--- config.mk ---
export PLATFORM = sky130hd
export DESIGN_NAME = dual_rail_guard
export DESIGN_NICKNAME = d
export VERILOG_FILES = /design/src/rtl/dual_rail_guard_pkg.sv /design/src/rtl/dual_rail_pair_class.sv /design/src/rtl/dual_rail_completion.sv /design/src/rtl/dual_rail_alarm_latch.sv /design/src/rtl/dual_rail_guard.sv
export SDC_FILE = /design/constraint.sdc
export NUM_CORES = 1
export LEC_CHECK = 0
export BUFFER_PORTS_ARGS = -buffer_cell sky130_fd_sc_hd__buf_2
export CORE_UTILIZATION = 30
export CTS_CLUSTER_DIAMETER = 200
export CTS_CLUSTER_SIZE = 8
export DETAILED_ROUTE_END_ITERATION = 12
export PLACE_DENSITY = 0.56
export SLEW_MARGIN = 10
export SYNTH_ARGS = -nofsm -noshare
export SYNTH_HDL_FRONTEND = slang
export SYNTH_SLANG_ARGS = --single-unit
--- constraint.sdc ---
create_clock -name clk -period 2.4 [get_ports clk]
set_input_delay 0.12 -clock clk [delete_from_list [all_inputs] [get_ports clk]]
set_output_delay 0.12 -clock clk [all_outputs]
set_load 0.02 [all_outputs]
--- src/rtl/dual_rail_guard_pkg.sv ---
// Shared definitions for the dual-rail checker.
// A pair is packed as {rail_a, rail_b}.
package dual_rail_guard_pkg;

    typedef enum logic [1:0] {
        PAIR_EMPTY = 2'b00,   // spacer, no data
        PAIR_ZERO  = 2'b01,   // rail A low, rail B high
        PAIR_ONE   = 2'b10,   // rail A high, rail B low
        PAIR_FAULT = 2'b11    // both high: alarm code
    } pair_code_e;

endpackage

--- src/rtl/dual_rail_pair_class.sv ---
// Sorts every input pair into data, empty or fault.
// Assumes the rails are already synchronous to clk. The logic is purely combinational.
module dual_rail_pair_class
    import dual_rail_guard_pkg::*;
#(
    parameter int WIDTH = 8
) (
    input  logic [WIDTH-1:0] rail_a_i,
    input  logic [WIDTH-1:0] rail_b_i,
    output logic [WIDTH-1:0] is_data_o,
    output logic [WIDTH-1:0] is_empty_o,
    output logic [WIDTH-1:0] is_fault_o
);

    for (genvar i = 0; i < WIDTH; i++) begin : g_pair
        pair_code_e code;

        // Classify one pair from its two rails.
        always_comb begin
            code          = pair_code_e'({rail_a_i[i], rail_b_i[i]});
            is_data_o[i]  = (code == PAIR_ZERO) || (code == PAIR_ONE);
            is_empty_o[i] = (code == PAIR_EMPTY);
            is_fault_o[i] = (code == PAIR_FAULT);
        end
    end

endmodule

--- src/rtl/dual_rail_completion.sv ---
// Reduces the per-pair flags to word-level completion, spacer and fault signals.
// Assumes exactly one of the three flags is set for each pair.
module dual_rail_completion #(
    parameter int WIDTH = 8
) (
    input  logic [WIDTH-1:0] is_data_i,
    input  logic [WIDTH-1:0] is_empty_i,
    input  logic [WIDTH-1:0] is_fault_i,
    output logic             all_data_o,
    output logic             all_empty_o,
    output logic             any_fault_o
);

    // Combine the flags of all pairs into word-level results.
    always_comb begin
        all_data_o  = &is_data_i;
        all_empty_o = &is_empty_i;
        any_fault_o = |is_fault_i;
    end

endmodule

--- src/rtl/dual_rail_alarm_latch.sv ---
// Sticky alarm flag. It sets on any trip and clears only on synchronous reset.
// Assumes trip_i is already combined from every alarm source.
module dual_rail_alarm_latch (
    input  logic clk,
    input  logic rst_n,
    input  logic trip_i,
    output logic alarm_o
);

    // Set the alarm on a trip and hold it until reset.
    always_ff @(posedge clk) begin
        if (!rst_n)      alarm_o <= 1'b0;
        else if (trip_i) alarm_o <= 1'b1;
    end


    alarm_sticky_chk: assert property (@(posedge clk) disable iff (!rst_n)
        alarm_o |=> alarm_o);


    trip_latch_chk: assert property (@(posedge clk) disable iff (!rst_n)
        trip_i |=> alarm_o);

endmodule

--- src/rtl/dual_rail_guard.sv ---
// Clocked dual-rail checker stage. It accepts complete words that come after a spacer,
// decodes them to binary, forwards them in two-wire form, and locks into an
// alarm state on a both-high pair or a tamper input.
// Assumes the inputs are synchronous to clk and rst_n is a synchronous power-on reset.
module dual_rail_guard #(
    parameter int WIDTH = 8
) (
    input  logic             clk,
    input  logic             rst_n,
    input  logic [WIDTH-1:0] rail_a_i,
    input  logic [WIDTH-1:0] rail_b_i,
    input  logic             tamper_i,
    output logic [WIDTH-1:0] word_o,
    output logic             word_vld_o,
    output logic             order_err_o,
    output logic [WIDTH-1:0] out_a_o,
    output logic [WIDTH-1:0] out_b_o,
    output logic             rst_req_o
);

    localparam logic [WIDTH-1:0] ALL_ONES = {WIDTH{1'b1}};
    localparam logic [WIDTH-1:0] ALL_ZERO = '0;

    logic [WIDTH-1:0] is_data, is_empty, is_fault;
    logic             all_data, all_empty, any_fault;
    logic             alarm_q, trip, accept, ready_q;

    dual_rail_pair_class #(.WIDTH(WIDTH)) u_class (
        .rail_a_i   (rail_a_i),
        .rail_b_i   (rail_b_i),
        .is_data_o  (is_data),
        .is_empty_o (is_empty),
        .is_fault_o (is_fault)
    );

    dual_rail_completion #(.WIDTH(WIDTH)) u_done (
        .is_data_i   (is_data),
        .is_empty_i  (is_empty),
        .is_fault_i  (is_fault),
        .all_data_o  (all_data),
        .all_empty_o (all_empty),
        .any_fault_o (any_fault)
    );

    dual_rail_alarm_latch u_alarm (
        .clk     (clk),
        .rst_n   (rst_n),
        .trip_i  (trip),
        .alarm_o (alarm_q)
    );

    // Decide whether this cycle trips the alarm and whether it takes a word.
    always_comb begin
        trip   = any_fault | tamper_i;
        accept = all_data & ready_q & ~trip & ~alarm_q;
    end

    // Update the output register, the spacer-seen flag and the forwarded pairs.
    always_ff @(posedge clk) begin
        if (!rst_n) begin
            word_o      <= ALL_ZERO;
            word_vld_o  <= 1'b0;
            order_err_o <= 1'b0;
            out_a_o     <= ALL_ZERO;
            out_b_o     <= ALL_ZERO;
            ready_q     <= 1'b1;
        end else if (alarm_q || trip) begin
            word_o      <= ALL_ZERO;
            word_vld_o  <= 1'b0;
            order_err_o <= 1'b0;
            out_a_o     <= ALL_ONES;
            out_b_o     <= ALL_ONES;
            ready_q     <= 1'b0;
        end else begin
            word_vld_o  <= accept;
            order_err_o <= all_data && !ready_q && (rail_a_i != word_o);
            out_a_o     <= accept ? rail_a_i  : ALL_ZERO;
            out_b_o     <= accept ? ~rail_a_i : ALL_ZERO;
            if (accept) begin
                word_o  <= rail_a_i;
                ready_q <= 1'b0;
            end else if (all_empty) begin
                ready_q <= 1'b1;
            end
        end
    end

    // Forward the alarm to the processor reset request.
    always_comb rst_req_o = alarm_q;


    alarm_outputs_chk: assert property (@(posedge clk) disable iff (!rst_n)
        alarm_q |-> (out_a_o == ALL_ONES && out_b_o == ALL_ONES &&
                     word_o == ALL_ZERO && !word_vld_o && !order_err_o));


    valid_code_chk: assert property (@(posedge clk) disable iff (!rst_n)
        word_vld_o |-> (out_a_o == word_o && out_b_o == ~word_o));


    no_back_to_back_chk: assert property (@(posedge clk) disable iff (!rst_n)
        word_vld_o |=> !word_vld_o);


    partial_no_valid_chk: assert property (@(posedge clk) disable iff (!rst_n)
        (!all_data) |=> !word_vld_o);


    tamper_blocks_word_chk: assert property (@(posedge clk) disable iff (!rst_n)
        tamper_i |=> (!word_vld_o && rst_req_o));

endmodule

==> impl_metrics.csv, run 1 <==
group,metric,value,unit
logic_synthesis,yosysWarnings,0,
logic_synthesis,synth_area_leaders,"dfxtp_1, ha_1, mux2i_1",
cts,postCtsSetupRepairBufs,0,
worst_setup_path,slowest_delay,600,ps
global_routing,grt_overflow,0,
die,floorplan.rows,23,
outcome,status,"completed",
worst_setup_path,cp.arrival,1700,ps
logic_synthesis,synth-seq-cells,28,
route,wirelength,2870,µm
cts,cts_root_buf,"clkbuf_8",
cts,clkTransAtPathRegs,90,ps
route,drtPass1Iterations,4,
cts,cts.sinks,28,
logic_synthesis,netlist_area,1320,µm²
pwr,intPower,0.757,mW
pwr,pwr-share-seq,49.2,%
worst_setup_path,endpoint_kind,"flop",
placement,dpl.hpwl,2290,µm
worst_setup_path,cp.required,2620,ps
placement,port_buffers,45,
die,design.die.area,4680,µm²
worst_setup_path,path_delay_family,"simple AND/OR/NAND/NOR gates",
cts,cts_tree,"yes",
sta,fin_crit_sh,61.7,%
pwr,vdd_ir_drop_max,217,µV
logic_synthesis,synth_edf_count,0,
worst_setup_path,crit_buf_inv,2,
global_routing,antenna_found_initial,0,
logic_synthesis,synth.net_count,159,
global_routing,grt_start_max_net_pins,17,
die,die_h,68.4,µm
pwr,finalPower,0.994,mW
sta,grt_setup_unrepaired,"false",
pwr,p_sw,0.237,mW
cts,cts_resized,0,
route,vias,1018,
finish,num-nets-final,208,
route,routedWlPerCell,12.9,µm
logic_synthesis,syn_inst,124,
pwr,p_per_area,595,nW/µm²
route,viasPerCell,4.59,
run,cap_viol_max_count,0,
logic_synthesis,yosysSeqAreaShare,42.3,%
die,initial_core_util,32.2,%
sta,setup_viol,0,
finish,fillers,422,
sta,worst_pin_slew,525,ps
logic_synthesis,ys_types,24,
pwr,power_switching_share,23.9,%
route,drt_iter0_markers,52,
sta,relSlewSlack,64.9,%
sta,period_needed,1480,ps
die,io_pins,46,
die,dieWidth,68.4,µm
worst_setup_path,cp_slowest_cell,"or4_4",
logic_synthesis,synthTopCellsByCount,"dfxtp_1, ha_1, inv_1, nor2_1, o21ai_0",
global_routing,grt_pass1_vias,988,
cts,clock_latency,270,ps
route,antenna_left,0,
sta,drv_slew,0,
logic_synthesis,yosys.area.top_type_share,42.3,%
pwr,p_leak,0.892,nW
global_routing,grt_usage,14.1,%
cts,cts_max_path_buffers,2,
finish,num_antenna_cells,0,
cts,htree_levels,1,
worst_setup_path,cp-start-kind,"primary input",
cts,cts_made_buffers,3,
logic_synthesis,synth_flop_cell,"dfxtp_1",
worst_setup_path,crit_type,"in2reg",
global_routing,grt_pass1_wl,4680,µm
logic_synthesis,async_flop_share,0,%
sta,hold_violations,0,
placement,gp_congestion,0.788,
cts,postCtsHoldBufs,0,
worst_setup_path,cp_max_fo,9,
pwr,combPwrFrac,13.7,%
logic_synthesis,synth_top_area_cell,"dfxtp_1",
worst_setup_path,crit_chain,"buf_2 > inv_1 > ha_1 > nand4_2 > or4_4 > nor2_8 > a21o_1",
finish,syn_to_final_growth,26.3,%
logic_synthesis,postSynthAreaPerCell,10.7,µm²
logic_synthesis,post-synth-top-count-cell,"dfxtp_1",
die,coreArea,4120,µm²
min_path,hp-class,"in2reg",
route,drc,0,
sta,max_freq,676,MHz
sta,fin_tns_setup,0,ps
sta,worst_clock_skew,2.77,ps
pwr,p_clk_share,37.1,%
finish,drive_gt1_share,36.6,%
## cells in the final DEF, fill, tap and decap left out, types with 2 or more instances in the layout
cell / count
inv_1: 16
o21ai_0: 9
nor2_1: 9
xor2_1: 8
dfxtp_1: 28
inv_2: 3
buf_2: 45
nand4_2: 3
ha_1: 16
mux2i_1: 8
nand4_1: 2
a21o_1: 8
nor4_1: 2
clkbuf_8: 3
## final timing paths
| kind | from | end | slack (ps) | depth (start not counted) |
|---|---|---|---|---|
| worst max-delay path | rail_a_i[5] | out_a_o[1] | 920 | 7 |
| worst min-delay path | rst_n | ready_q | 90 | 2 |
| worst max register to register | u_alarm.alarm_o | out_a_o[1] | 920 | 5 |
| worst min register to register | ready_q | order_err_o | 520 | 1 |
## area by class of cell
cell class	instances	area, µm²	share of cell area, %
Inverter	19	71.3	4.27
Clock buffer	3	41.3	2.47
Sequential cell	28	561	33.5
Clock inverter	1	30.0	1.80
Tap cell	50	62.6	3.74
Multi-Input combinational cell	76	681	40.7
Timing Repair Buffer	45	225	13.5
## logic make-up (layout without fill, tap and decap cells)
family / after synthesis / in the layout / share of synthesized area [%]
AO/OA/AOI/OAI: 19 / 19 / 9.07
XOR/XNOR: 8 / 8 / 5.29
multiplexers: 8 / 8 / 6.05
flip-flops: 28 / 28 / 42.3
buffers and inverters: 20 / 68 / 6.24
AND/OR/NAND/NOR: 25 / 25 / 15.9
adder cells (fa/ha/maj): 16 / 16 / 15.1
## routing by layer
| layer | part of all wire (%) | global-route usage (%) | vias up |
|---|---|---|---|
| met4 | 2.3 | 6.51 | 0 |
| met2 | 45 | 23.4 | 39 |
| met3 | 7.1 | 3.33 | 7 |
| met1 | 46 | 17.1 | 465 |
| li1 | - | - | 507 |
| met5 | 0 | 0 | - |
## power groups by stage
stage	Combinational [mW]	Clock (mW)	Sequential [mW]
final	0.136	0.369	0.489
after global routing	0.153	0.400	0.492
after CTS	0.138	0.378	0.489
after detailed placement	0.137	0	0.500
after global placement	0.135	0	0.500
after floorplan	0.0539	0	0.523
## per-stage QoR
stage	area [µm²]	instances	util [%]	hold slack [ps]	setup WS, ps
global placement	1600	218	38.9	375	650
finish	1670	222	40.6	89.0	920
CTS	1670	222	40.6	85.6	916
detailed placement	1600	218	38.9	372	631
global route	1670	222	40.6	74.1	816
floorplan	1320	124	-	196	915
## state kept, by name, summed over array words and instances, names as in the netlist
name             flops
order_err_o          1
word_o               8
word_vld_o           1
out_b_o              8
ready_q              1
u_alarm.alarm_o      1
out_a_o              8
(Power assumes the default switching activity.)
==> inputs of run 2 (changes only) <==
==> constraint.sdc (replaced) <==
create_clock -name clk -period 1.4 [get_ports clk]
set_input_delay 0.07 -clock clk [delete_from_list [all_inputs] [get_ports clk]]
set_output_delay 0.07 -clock clk [all_outputs]
set_load 0.02 [all_outputs]
==> run 2 against run 1 <==
Effect of this change: global-route usage rose by 0.91 points; sequential cell count is the same; via count increased by 9.0%; core utilization increased by 6.2 points; routed wire length up 12%; worst setup slack worse by 870 ps; clock skew increased by 0.82 ps; sequential power grew 71%; count of clock-buffer cells in the layout stayed put; critical endpoint is now out_a_o[2]; largest cell class unchanged.
==> impl_metrics.csv, run 2 (synthesis results as in run 1) <==
group,metric,value,unit
outcome,status,"completed",
route,viasPerCell,4.57,
sta,period_needed,1350,ps
global_routing,grt_overflow,0,
route,drc,0,
pwr,finalPower,1.77,mW
worst_setup_path,slowest_delay,610,ps
die,initial_core_util,32.2,%
worst_setup_path,regToRegSetupSlack,50,ps
route,drt_iter0_markers,63,
sta,worst_clock_skew,3.59,ps
die,coreArea,4120,µm²
pwr,p_leak,0.980,nW
worst_setup_path,cp_slowest_cell,"or4_4",
sta,max_freq,739,MHz
global_routing,grt_pass1_vias,1109,
finish,fin_area,1930,µm²
placement,gp_congestion,0.819,
route,routedWlPerCell,13.3,µm
global_routing,antenna_found_initial,0,
worst_setup_path,cp-start-kind,"flop",
cts,postCtsHoldBufs,0,
min_path,holdPathEnd,"ready_q",
worst_setup_path,endpoint_kind,"flop",
worst_setup_path,crit_type,"reg2reg",
pwr,p_per_area,920,nW/µm²
sta,relSlewSlack,73.9,%
finish,mostFrequentLayoutCell,"buf_2",
cts,cts.sinks,28,
cts,htree_levels,1,
route,drtPass1Iterations,4,
min_path,hp-start,"rst_n",
global_routing,grt_pass1_wl,5020,µm
global_routing,grt_usage,15.0,%
finish,syn_to_final_growth,45.6,%
sta,setup_viol,0,
die,io_pins,46,
worst_setup_path,cp.arrival,1570,ps
finish,num_antenna_cells,0,
cts,clkTransAtPathRegs,90,ps
sta,hold_violations,0,
worst_setup_path,reg2reg_from,"ready_q",
sta,fin_crit_sh,96.6,%
route,antenna_left,0,
placement,dpl.hpwl,2620,µm
finish,reg_top3,"out_a_o (8), out_b_o (8), word_o (8)",
finish,fin_util,46.8,%
finish,num-nets-final,229,
worst_setup_path,r2r_cells,4,
worst_setup_path,cp_max_fo,6,
route,vias,1110,
finish,fillers,418,
cts,cts_root_buf,"clkbuf_8",
global_routing,grt_start_max_net_pins,17,
die,design.die.area,4680,µm²
worst_setup_path,crit_chain,"inv_2 > or4_4 > nor2_8 > a21o_1",
worst_setup_path,reg2reg_to,"out_a_o[2]",
run,cap_viol_max_count,0,
cts,cts_tree,"yes",
min_path,hold_depth,2,
cts,clock_latency,270,ps
pwr,vdd_ir_drop_max,452,µV
placement,place_area,1830,µm²
route,wirelength,3220,µm
die,die_h,68.4,µm
die,dieWidth,68.4,µm
worst_setup_path,cp.required,1620,ps
finish,drive_gt1_share,50.3,%
finish,final_cell_mix,"buf_2, dfxtp_1, buf_4",
min_path,hp-class,"in2reg",
sta,drv_slew,0,
die,floorplan.rows,23,
cts,cts_made_buffers,3,
sta,worst_pin_slew,391,ps
placement,port_buffers,45,
cts,cts_max_path_buffers,2,
==> run 2: area by class of cell <==
type / instances / area, µm² / share of cell area (%)
Clock buffer: 3 / 41.3 / 2.14
Clock inverter: 1 / 30.0 / 1.56
Inverter: 19 / 88.8 / 4.61
Multi-Input combinational cell: 78 / 762 / 39.5
Sequential cell: 28 / 562 / 29.2
Tap cell: 50 / 62.6 / 3.25
Timing Repair Buffer: 64 / 380 / 19.7
==> run 2: metrics by stage <==
| stage | worst slack, ps | hold WS [ps] | instances | TNS, ps |
|---|---|---|---|---|
| finish | 47.0 | 72.1 | 243 | 0 |
| CTS | 29.2 | 55.6 | 241 | 0 |
| detailed placement | -231 | 354 | 237 | -3480 |
| global route | -3.42 | 54.5 | 243 | -3.42 |
| global placement | -180 | 326 | 237 | -3130 |
| floorplan | -26.6 | 146 | 124 | -213 |
==> run 2: what timing repair did <==
action | CTS | global route
resized for setup | 0 | 4
pin swaps | 2 | 2
setup buffers | 0 | 0
setup endpoints to repair | 6 | 6
cloned | 0 | 2
==> run 2: routing by layer <==
| metal | global-route usage (%) | up-vias | part of all wire [%] |
|---|---|---|---|
| li1 | - | 560 | - |
| met1 | 17.7 | 499 | 44 |
| met2 | 25.2 | 42 | 47 |
| met3 | 4.50 | 9 | 7.0 |
| met4 | 5.99 | 0 | 1.8 |
| met5 | 0 | - | 0 |
==> run 2: how the worst max path moves through the flow <==
| stage | cells after the start | slack [ps] | end | from |
|---|---|---|---|---|
| 6_report | 4 | 50 | out_a_o[2] | ready_q |
| 5_1_grt | 3 | -3 | out_b_o[2] | ready_q |
| 4_1_cts | 4 | 30 | out_a_o[2] | ready_q |
| 3_5_place_dp | 7 | -230 | out_a_o[2] | rail_a_i[7] |
| 3_3_place_gp | 7 | -180 | out_a_o[4] | rail_a_i[7] |
| 2_1_floorplan | 7 | -30 | out_a_o[0] | rail_a_i[7] |
==> run 2: worst max-delay path: cells and delay by family, from the launching register on <==
kind,cells,cell delay [ps]
AOI/OAI and AO/OA,1,130
buffers and inverters,1,60
DFF,1,350
and+or+nand+nor,2,750
==> run 2: where the power goes <==
group	internal (mW)	switching, mW
registers	0.828	0.00942
logic	0.134	0.177
clock network	0.383	0.241
total	1.35	0.427
==> inputs of run 3 (changes only) <==
--- a/config.mk
+++ b/config.mk
@@ -6,11 +6,11 @@
 export NUM_CORES = 1
 export LEC_CHECK = 0
 export BUFFER_PORTS_ARGS = -buffer_cell sky130_fd_sc_hd__buf_2
-export CORE_UTILIZATION = 30
+export CORE_UTILIZATION = 25
 export CTS_CLUSTER_DIAMETER = 200
 export CTS_CLUSTER_SIZE = 8
 export DETAILED_ROUTE_END_ITERATION = 12
-export PLACE_DENSITY = 0.56
+export PLACE_DENSITY = 0.49
 export SLEW_MARGIN = 10
 export SYNTH_ARGS = -nofsm -noshare
 export SYNTH_HDL_FRONTEND = slang
==> run 3 against run 2 <==
Effect of this change: die area grew 19%; clock power grew 2%; routed wire length grew 18%; sequential power is essentially flat; critical path depth grew 3; worst hold slack lost 13 ps; register-to-register slack lost 20 ps; worst setup slack lost 23 ps; first-iteration DRC count shrank 52%; global-route usage shrank 1.5 points.
==> impl_metrics.csv, run 3 (synthesis results as in run 1) <==
group,metric,value,unit
finish,num_antenna_cells,0,
sta,max_freq,727,MHz
route,viasPerCell,4.31,
finish,mostFrequentLayoutCell,"buf_2",
global_routing,grt_pass1_wl,5380,µm
finish,reg_top3,"out_a_o (8), out_b_o (8), word_o (8)",
die,dieWidth,74.8,µm
finish,num-nets-final,233,
worst_setup_path,cp.required,1580,ps
placement,numPlacedInstances,259,
sta,grt_setup_unrepaired,"true",
die,floorplan.rows,26,
die,coreArea,5110,µm²
cts,cts_root_buf,"clkbuf_8",
worst_setup_path,endpoint_kind,"flop",
sta,drv_slew,0,
cts,cts_tree,"yes",
finish,syn_to_final_growth,50.4,%
sta,hold_violations,0,
route,drt_iter0_markers,30,
global_routing,grt_pass1_vias,1067,
cts,cts_made_buffers,3,
cts,clock_latency,270,ps
finish,final_cell_mix,"buf_2, dfxtp_1, buf_4",
pwr,vdd_ir_drop_max,313,µV
sta,setup_viol,0,
route,wirelength,3800,µm
global_routing,grt_usage,13.5,%
pwr,p_per_area,908,nW/µm²
sta,period_needed,1380,ps
route,routedWlPerCell,14.2,µm
die,design.die.area,5590,µm²
worst_setup_path,cp_max_fo,5,
min_path,hp-class,"in2reg",
worst_setup_path,cp-start-kind,"primary input",
route,vias,1150,
sta,worst_clock_skew,4.74,ps
die,initial_core_util,25.9,%
placement,dpl.hpwl,3050,µm
global_routing,grt_start_max_net_pins,17,
finish,drive_gt1_share,51.8,%
die,die_h,74.8,µm
die,io_pins,46,
cts,clkTransAtPathRegs,100,ps
route,drc,0,
pwr,p_leak,0.998,nW
placement,port_buffers,45,
route,antenna_left,0,
worst_setup_path,crit_type,"in2reg",
cts,htree_levels,1,
cts,cts_max_path_buffers,2,
worst_setup_path,cp.arrival,1550,ps
outcome,status,"completed",
sta,fin_crit_sh,98.3,%
finish,stdcell_count,267,
route,drtPass1Iterations,4,
global_routing,grt_overflow,0,
sta,fin_tns_setup,0,ps
global_routing,antenna_found_initial,0,
sta,worst_pin_slew,566,ps
run,cap_viol_max_count,0,
finish,fillers,502,
sta,relSlewSlack,61.9,%
placement,gp_congestion,0.842,
cts,cts.sinks,28,
[run 3: cell count changes in the layout (fill, tap and decap cells not counted)]
cell	before	now
a2111oi_1	1	0
a2111oi_4	0	1
buf_12	1	0
buf_4	18	22
buf_6	0	1
inv_2	7	6
inv_4	2	3
or4_2	0	1
or4_4	2	1
[run 3: path summary, 6_finish.rpt]
path                                   from          end  slack, ps  cells after the start
worst min register to register    word_o[2]    word_o[2]        540                      2
worst max register to register      ready_q   out_b_o[4]         30                      3
worst max-delay path            rail_a_i[5]  order_err_o         20                      7
worst min-delay path                  rst_n      ready_q         60                      2
[run 3: repair_timing]
item / CTS / global route
cloned: 0 / 2
setup endpoints to repair: 9 / 8
resized for setup: 1 / 6
hold buffers: 0 / 0
buffers inserted: 0 / 2
pin swaps: 2 / 3
[run 3: where the power goes]
group / internal, mW / leakage, nW / switching [mW]
registers: 0.828 / 0.232 / 0.00882
logic: 0.142 / 0.730 / 0.190
clock network: 0.383 / 0.0357 / 0.255
[run 3: routing by layer]
metal  global-route usage (%)  wire [µm]
met2                     21.7       1680
met3                     2.95        223
met4                     6.71        123
met5                        0          0
met1                     17.1       1770
[run 3: through the flow]
step | setup WS, ps | power [mW] | area, µm² | hold WS (ps) | util, %
after global routing | -14.5 | 1.89 | 1990 | 62.1 | 39.0
after global placement | -198 | 1.17 | 1860 | 335 | 36.4
after CTS | 16.8 | 1.81 | 1940 | 47.2 | 37.9
after detailed placement | -251 | 1.18 | 1860 | 342 | 36.4
after floorplan | -26.6 | 1.01 | 1400 | 146 | -
final | 23.6 | 1.81 | 1990 | 58.7 | 39.0
[run 3: cell type report]
class	count	area, µm²	area share, %
multi-input cells	78	777	39.0
flip-flops and latches	28	562	28.2
repair buffers	68	402	20.2
inverters	19	91.3	4.59
well taps	70	87.6	4.40
clock buffers	3	41.3	2.07
clock inverters	1	30.0	1.51
[run 3: critical path, stage by stage]
cell	delay, ps
buf_2	110
buf_4	150
ha_1	220
nor4_4	370
buf_4	180
nand4_2	130
a2111oi_4	320
